`src/rtl/cal_pkg.sv`:
```
package cal_pkg;

    localparam int DIGIT_W = 4;
    localparam int FIELD_W = 2 * DIGIT_W;

    typedef logic [FIELD_W-1:0] bcd2_t;

    // Leap test on the two low year digits: (10t+u) mod 4 == (2t+u) mod 4
    function automatic logic year_is_leap(input bcd2_t yy);
        logic [DIGIT_W-1:0] tens;
        logic [DIGIT_W-1:0] units;
        tens  = yy[FIELD_W-1:DIGIT_W];
        units = yy[DIGIT_W-1:0];
        if (tens[0] == 1'b0)
            return (units == 4'd0) || (units == 4'd4) || (units == 4'd8);
        else
            return (units == 4'd2) || (units == 4'd6);
    endfunction

    function automatic bcd2_t days_in_month(input bcd2_t mon, input logic leap);
        bcd2_t len;
        unique case (mon)
            8'h02:                      len = leap ? 8'h29 : 8'h28;
            8'h04, 8'h06, 8'h09, 8'h11: len = 8'h30;
            default:                    len = 8'h31;
        endcase
        return len;
    endfunction

endpackage

```
`src/rtl/cal_day_ctr.sv`:
```
module cal_day_ctr
    import cal_pkg::*;
(
    input  logic  clk,
    input  logic  rst,
    input  logic  adv_i,
    input  bcd2_t len_i,
    output bcd2_t day_o,
    output logic  wrap_o
);

    localparam logic [DIGIT_W-1:0] MAX_DIGIT = 4'd9;

    bcd2_t              day_q;
    bcd2_t              day_d;
    logic [DIGIT_W-1:0] tens;
    logic [DIGIT_W-1:0] units;

    assign tens   = day_q[FIELD_W-1:DIGIT_W];
    assign units  = day_q[DIGIT_W-1:0];
    assign wrap_o = adv_i && (day_q == len_i);

    always_comb begin
        day_d = day_q;
        if (adv_i) begin
            if (day_q == len_i)
                day_d = 8'h01;
            else if (units == MAX_DIGIT)
                day_d = {tens + 4'd1, 4'd0};
            else
                day_d = {tens, units + 4'd1};
        end
    end

    always_ff @(posedge clk) begin
        if (rst) day_q <= 8'h01;
        else     day_q <= day_d;
    end

    assign day_o = day_q;

endmodule

```
`src/rtl/cal_month_ctr.sv`:
```
module cal_month_ctr
    import cal_pkg::*;
(
    input  logic  clk,
    input  logic  rst,
    input  logic  inc_i,
    output bcd2_t month_o,
    output logic  wrap_o
);

    localparam bcd2_t LAST_MONTH = 8'h12;

    bcd2_t mon_q;
    bcd2_t mon_d;

    assign wrap_o = inc_i && (mon_q == LAST_MONTH);

    always_comb begin
        mon_d = mon_q;
        if (inc_i) begin
            if (mon_q == LAST_MONTH)
                mon_d = 8'h01;
            else if (mon_q[DIGIT_W-1:0] == 4'd9)
                mon_d = 8'h10;
            else
                mon_d = {mon_q[FIELD_W-1:DIGIT_W], mon_q[DIGIT_W-1:0] + 4'd1};
        end
    end

    always_ff @(posedge clk) begin
        if (rst) mon_q <= 8'h01;
        else     mon_q <= mon_d;
    end

    assign month_o = mon_q;

endmodule

```
`src/rtl/cal_year_ctr.sv`:
```
module cal_year_ctr
    import cal_pkg::*;
#(
    parameter int                          DIGITS    = 4,
    parameter logic [DIGITS*DIGIT_W-1:0]   INIT_YEAR = 'h2000
)(
    input  logic                        clk,
    input  logic                        rst,
    input  logic                        inc_i,
    output logic [DIGITS*DIGIT_W-1:0]   year_o
);

    logic [DIGITS:0] carry;

    assign carry[0] = inc_i;

    for (genvar g = 0; g < DIGITS; g++) begin : g_digit
        logic [DIGIT_W-1:0] dig_q;
        logic               at_nine;

        assign at_nine      = (dig_q == 4'd9);
        assign carry[g+1]   = carry[g] && at_nine;

        always_ff @(posedge clk) begin
            if (rst)
                dig_q <= INIT_YEAR[g*DIGIT_W +: DIGIT_W];
            else if (carry[g])
                dig_q <= at_nine ? 4'd0 : dig_q + 4'd1;
        end

        assign year_o[g*DIGIT_W +: DIGIT_W] = dig_q;
    end

endmodule

```
`src/rtl/bcd_calendar.sv`:
```
module bcd_calendar
    import cal_pkg::*;
#(
    parameter int                              YEAR_DIGITS = 4,
    parameter logic [YEAR_DIGITS*4-1:0]        INIT_YEAR   = 'h2000
)(
    input  logic                         clk,
    input  logic                         rst,
    input  logic                         adj_pulse,
    input  logic                         tod_day_carry,
    output logic [7:0]                   day_o,
    output logic [7:0]                   month_o,
    output logic [YEAR_DIGITS*4-1:0]     year_o,
    output logic                         month_carry_o,
    output logic                         year_carry_o
);

    localparam int YEAR_W = YEAR_DIGITS * DIGIT_W;

    logic        adv;
    logic        day_wrap;
    logic        month_wrap;
    bcd2_t       month_len;
    bcd2_t       day_q;
    bcd2_t       month_q;
    logic [YEAR_W-1:0] year_q;

    assign adv       = adj_pulse | tod_day_carry;
    assign month_len = days_in_month(month_q, year_is_leap(year_q[FIELD_W-1:0]));

    cal_day_ctr u_day (
        .clk    (clk),
        .rst    (rst),
        .adv_i  (adv),
        .len_i  (month_len),
        .day_o  (day_q),
        .wrap_o (day_wrap)
    );

    cal_month_ctr u_month (
        .clk     (clk),
        .rst     (rst),
        .inc_i   (day_wrap),
        .month_o (month_q),
        .wrap_o  (month_wrap)
    );

    cal_year_ctr #(
        .DIGITS    (YEAR_DIGITS),
        .INIT_YEAR (INIT_YEAR)
    ) u_year (
        .clk    (clk),
        .rst    (rst),
        .inc_i  (month_wrap),
        .year_o (year_q)
    );

    always_ff @(posedge clk) begin
        if (rst) begin
            month_carry_o <= 1'b0;
            year_carry_o  <= 1'b0;
        end else begin
            month_carry_o <= day_wrap;
            year_carry_o  <= month_wrap;
        end
    end

    assign day_o   = day_q;
    assign month_o = month_q;
    assign year_o  = year_q;

endmodule

```
`config.mk`:
```
export PLATFORM = sky130hd
export DESIGN_NAME = bcd_calendar
export DESIGN_NICKNAME = d
export VERILOG_FILES = /design/src/rtl/cal_pkg.sv /design/src/rtl/cal_day_ctr.sv /design/src/rtl/cal_month_ctr.sv /design/src/rtl/cal_year_ctr.sv /design/src/rtl/bcd_calendar.sv
export SDC_FILE = /design/constraint.sdc
export NUM_CORES = 1
export LEC_CHECK = 0
export BUFFER_PORTS_ARGS = -buffer_cell sky130_fd_sc_hd__buf_4
export CAP_MARGIN = 20
export CORE_UTILIZATION = 25
export CTS_CLUSTER_DIAMETER = 40
export DETAILED_ROUTE_END_ITERATION = 12
export PLACE_DENSITY = 0.45
export RECOVER_POWER = 25
export SYNTH_ARGS = -nofsm -noshare
export SYNTH_HDL_FRONTEND = slang
export SYNTH_SLANG_ARGS = --single-unit
```
`constraint.sdc`:
```
create_clock -name clk -period 2.35 [get_ports clk]
set_clock_uncertainty 0.2 [all_clocks]
set_input_delay 0.705 -clock clk [delete_from_list [all_inputs] [get_ports clk]]
set_output_delay 0.705 -clock clk [all_outputs]
set_load 0.05 [all_outputs]
```
Word-level counts from Yosys, hierarchy flattened --
Index checks and enable logic that the tools add are counted.
Word-level totals: register bits after elaboration 34, input port bits 4, output and inout port bits 34, word-level logic and storage cells 60
Operators by class: $add $sub $neg 7, eq/ne operators 17, muxes and demuxes 11, bitwise gates (word level) 1, reduce and logical (&&, ||, !) cells 14
Operators by type and width (number):
- two-way mux 8 bit | 4
- adder 4 x 1 -> 4 bit (second input constant) | 7
- equality test 4 bit (second input constant) | 7
- equality test 8 x 3 -> 1 bit (second input constant) | 2
- equality test 8 x 5 -> 1 bit (second input constant) | 2
- two-way mux 4 bit | 4
- one-hot mux 5 bit (2 select lines) | 1
- equality test 4 x 3 -> 1 bit (second input constant) | 2
- equality test 8 x 2 -> 1 bit (second input constant) | 1
- equality test 8 x 4 -> 1 bit (second input constant) | 1
- equality test 8 x 6 -> 1 bit | 1
- logical AND 1 bit | 5
- equality test 4 x 2 -> 1 bit (second input constant) | 1
- zero test 4 bit | 1
- AND reduction 2 bit | 2
- nonzero test 2 bit | 2
- OR reduction 4 bit | 1
- logical OR 1 bit | 3
- two-way mux 1 bit | 2
- OR 1 bit | 1

Logic depth before layout (Yosys ltp) --
depth in word-level cells 12, depth in mapped cells 9, depth with buffers taken out 7

Modules after synthesis --
From an unflattened synthesis, not the netlist that was laid out.
Unflattened totals: cells, all modules 210, area, all modules 1813.0 um^2
By module, submodules not included:
- cal_year_ctr | times used 1, cells an instance 90, area each 782.0 um^2, seq. area each 320.3 um^2
- cal_day_ctr | times used 1, cells an instance 69, area each 589.3 um^2, seq. area each 160.2 um^2
- cal_month_ctr | times used 1, cells an instance 31, area each 277.8 um^2, seq. area each 100.1 um^2
- bcd_calendar | times used 1, cells an instance 20, area each 163.9 um^2, seq. area each 40.0 um^2

Worst setup path before layout --
No wires, ideal clock.
path kind register -> register, start point register u_year.g_digit[1].dig_q[0], end point register u_month.mon_q[4], in the netlist u_month.month_o[4], setup time 0.115 ns, data arrival time 2.359 ns, data required time 2.035 ns, setup slack -0.325 ns, cell stages (with the launch flop) 7, path buffers 0, clock period less this slack 2.675 ns, cell sequence dfxtp_1 -> or4_1 -> o311a_1 -> or3_4 -> xnor2_4 -> o31ai_1 -> o21ba_2
On the way: cells in the longest elaborated chain, start to end 6
RTL lines:
- start, declared | RTL line cal_year_ctr.sv:18 | logic [DIGIT_W-1:0] dig_q;
- start signal, assigned | RTL line cal_year_ctr.sv:26 | dig_q <= INIT_YEAR[g*DIGIT_W +: DIGIT_W];
- start signal, assigned | RTL line cal_year_ctr.sv:28 | dig_q <= at_nine ? 4'd0 : dig_q + 4'd1;
- two-way mux 1 bit | RTL line cal_pkg.sv:14 | if (tens[0] == 1'b0)
- two-way mux 1 bit | RTL line cal_pkg.sv:23 | 8'h02: len = leap ? 8'h29 : 8'h28;
- one-hot mux 5 bit (2 select lines) | RTL line cal_pkg.sv:22 | unique case (mon)
- equality test 8 x 6 -> 1 bit | RTL line cal_day_ctr.sv:21 | assign wrap_o = adv_i && (day_q == len_i);
- logical AND 1 bit | RTL line cal_day_ctr.sv:21
- AND reduction 2 bit (no source line)
- end signal, assigned | RTL line cal_month_ctr.sv:32 | else mon_q <= mon_d;
- end, declared | RTL line cal_month_ctr.sv:13 | bcd2_t mon_q;
Every way passes these cells. A chain may end at the register's enable or synchronous reset.

Worst setup path after layout --
start point register u_year.g_digit[1].dig_q[0], end point register u_month.mon_q[1], in the netlist u_month.month_o[1]
On the way: cells in the longest elaborated chain, start to end 5
RTL lines (RTL line):
- two-way mux 1 bit | cal_pkg.sv:14
- two-way mux 1 bit | cal_pkg.sv:23
- one-hot mux 5 bit (2 select lines) | cal_pkg.sv:22
- equality test 8 x 6 -> 1 bit | cal_day_ctr.sv:21
- logical AND 1 bit | cal_day_ctr.sv:21
Every way passes these cells.

==> results.ini <==
[run_status]
status = finished with violations
violations = setup timing

[sta]
finalWorstPathRequiredPeriod_ps = 2470
final.period_utilization_pct = 105
maxSlewHeadroom_pct = 59.9
setup-tns-final_ps = -616
finalSetupViolations = 10
final_hold_viol_count = 0
hold_ws_ps = 343
finalWorstSetupSlack_ps = -122
max_freq_mhz = 404
worstMarginPinSlew_ps = 604
slew_violations = 0
rsz0062_at_grt = yes

[clock_network]
clk_latency_ps = 280
htreeDepth = 2
cts_buffer_depth = 2
cts_hold_buf = 0
cts_buffers = 5
cts_root_buf = clkbuf_8
clock_sinks = 31
tritoncts = built
clkSlewWorstSetupHoldPaths_ps = 70

[synthesis]
ys_types = 64
ys_ff_latch = 31
synth_area_leaders = dfxtp_1 33%, nor2_1 5.0%, a21oi_1 4.0%
avgSynthCellArea_sq_um = 8.34
async_reset_ff_share_pct = 0
synth_area_sq_um = 1860
yosys.area.top_type_share_pct = 33.4
synth_edf_count = 0
ys.flop_type = dfxtp_1
syn_inst = 223
seq_area_frac_synth_pct = 33.4
synth_top_cell_by_area = dfxtp_1
ys_warn_count = 0

[cells_and_area]
num_antenna_cells = 0
drive_gt1_share_pct = 38.8
fin_nets = 295
synthToLayoutAreaGrowth_pct = 42.1
fill_cells = 783

[global_route]
grt.overflow.total = 0
grt_max_degree = 22
antenna_found_initial = 0
grt_pass1_wl_um = 7760
grt_pass1_vias = 1589
track_usage_pct = 12.9

[routing]
wl_um = 5010
vias = 1855
drtAntennaViolNets = 0
drc = 0
dr.pass1.iters = 4
dr.first_iter.drc_count = 80
vias_per_cell = 4.78
wl_per_cell_um = 12.9

[setup_path]
max_stage_delay_ps = 530
crit_path_start_kind = flop
worst_path_max_delay_cell = or4b_1
critPathArrivalTime_ps = 2490
path_class = reg -> reg
rrSetupSlack_ps = -120
crit_chain = or4_1, o311a_1, or3_4, xnor2_4, or4b_1, a21oi_1
critPathCaptureType = flop
cp_max_fo = 5
worstPathRequired_ps = 2360

[placed_design]
dpl.hpwl_um = 3620
port_buffers = 34
place_ws_ps = -113
place_congestion = 0.761

[job]
max_cap_violations = 0

[power_and_ir_drop]
max-vdd-ir-drop_mv = 0.182
power.density_nw_per_um2 = 435
power.leakage_nw = 1.02

[floorplan]
die_w_um = 88.3
fp-row-count = 31
die_h_um = 88.3
start_util_pct = 25.8
pin_count = 38
dieArea_sq_um = 7790
core_sq_um = 7210

[min_path]
hold_path.class = reg -> reg

worst max-delay path, delay by kind of cell (launching register included):
kind	cells	cell delay, ps
AO/OA/AOI/OAI	2	270
flip-flops	1	340
AND/OR/NAND/NOR	3	1410
XOR/XNOR	1	180
layer usage:
| metal | track usage [%] | up-vias | part of all wire (%) |
|---|---|---|---|
| li1 | - | 935 | - |
| met4 | 3.52 | 0 | 1.2 |
| met5 | 0 | - | 0 |
| met1 | 17.7 | 881 | 48 |
| met3 | 3.26 | 4 | 3.8 |
| met2 | 19.9 | 35 | 47 |
per-stage QoR:
stage,utilization (%),instance area (sq um),cells,power [W]
2_1_floorplan,-,1910,225,0.000675
3_3_place_gp,33.8,2440,375,0.000723
3_5_place_dp,33.8,2440,375,0.000724
4_1_cts,35.2,2540,383,0.00114
5_1_grt,36.6,2640,388,0.00120
6_report,36.6,2640,388,0.00115
Yosys cell counts, drive strengths merged (2+ instances only):
| cell type | n |
|---|---|
| a21oi | 15 |
| a31oi | 3 |
| and2 | 2 |
| and3 | 4 |
| buf | 14 |
| clkbuf | 3 |
| dfxtp | 31 |
| ha | 3 |
| inv | 11 |
| mux2 | 5 |
| mux2i | 2 |
| nand2 | 15 |
| nand2b | 3 |
| nand3 | 6 |
| nand4 | 7 |
| nor2 | 25 |
| nor2b | 5 |
| nor3 | 7 |
| nor4 | 9 |
| nor4b | 2 |
| o21a | 2 |
| o21ai | 7 |
| o22ai | 2 |
| o311ai | 4 |
| o31a | 2 |
| o31ai | 2 |
| or3 | 4 |
| xnor2 | 4 |
| xor2 | 3 |
cell families (layout without fill, tap and decap cells):
family                   Yosys count  in the layout  share of synthesized area, %
other                              1              3                         0.202
adder cells (fa/ha/maj)            3              3                          2.02
multiplexers                       7              7                          4.10
buffers and inverters             28             92                          8.34
AO/OA/AOI/OAI                     46             46                          16.9
XOR/XNOR                           7              7                          4.30
flip-flops                        31             31                          33.4
AND/OR/NAND/NOR                  100            100                          30.7
cells in the final DEF, fill, tap and decap left out, types with 4 or more instances in the layout:
master,count
buf_4,59
nor2_1,23
dfxtp_1,22
a21oi_1,15
nand2_1,15
clkbuf_1,12
inv_1,11
nand4_1,7
nand3_1,6
dfxtp_2,6
nor4_1,5
nor2b_1,5
clkbuf_8,5
nor3_1,4
sequential cells by signal, summed over array words and instances, names as in the netlist:
register / count
u_year.g_digit.dig_q: 16
u_day.day_o: 8
u_month.month_o: 5
month_carry_o: 1
year_carry_o: 1
power by group:
group          switching, W  total, W  internal [W]  leakage, nW
combinational      0.000114  0.000178     0.0000647        0.727
clock              0.000214  0.000422      0.000208       0.0422
sequential        0.0000169  0.000550      0.000533        0.255
total              0.000345   0.00115      0.000805         1.02
final cells by class:
cell class	count	area (sq um)	share of cell area (%)
clock buffers	7	76.3	2.89
clock inverters	1	5.00	0.189
inverters	11	41.3	1.56
multi-input cells	166	1220	46.3
flip-flops and latches	31	639	24.2
well taps	99	124	4.69
repair buffers	73	534	20.2
what timing repair did:
item,CTS,global route
pin swaps,0,13
setup buffers,1,5
gates resized for setup,6,19
endpoints found under the setup margin,10,21
path summary, 6_finish.rpt:
check | start | to | cells after the start
worst min-delay path | u_day.day_o[5] | u_day.day_o[5] | 2
worst max-delay path | u_year.g_digit[1].dig_q[0] | u_month.month_o[1] | 6
worst min register to register | u_day.day_o[5] | u_day.day_o[5] | 2
worst max register to register | u_year.g_digit[1].dig_q[0] | u_month.month_o[1] | 6
(Power assumes the default switching activity.)
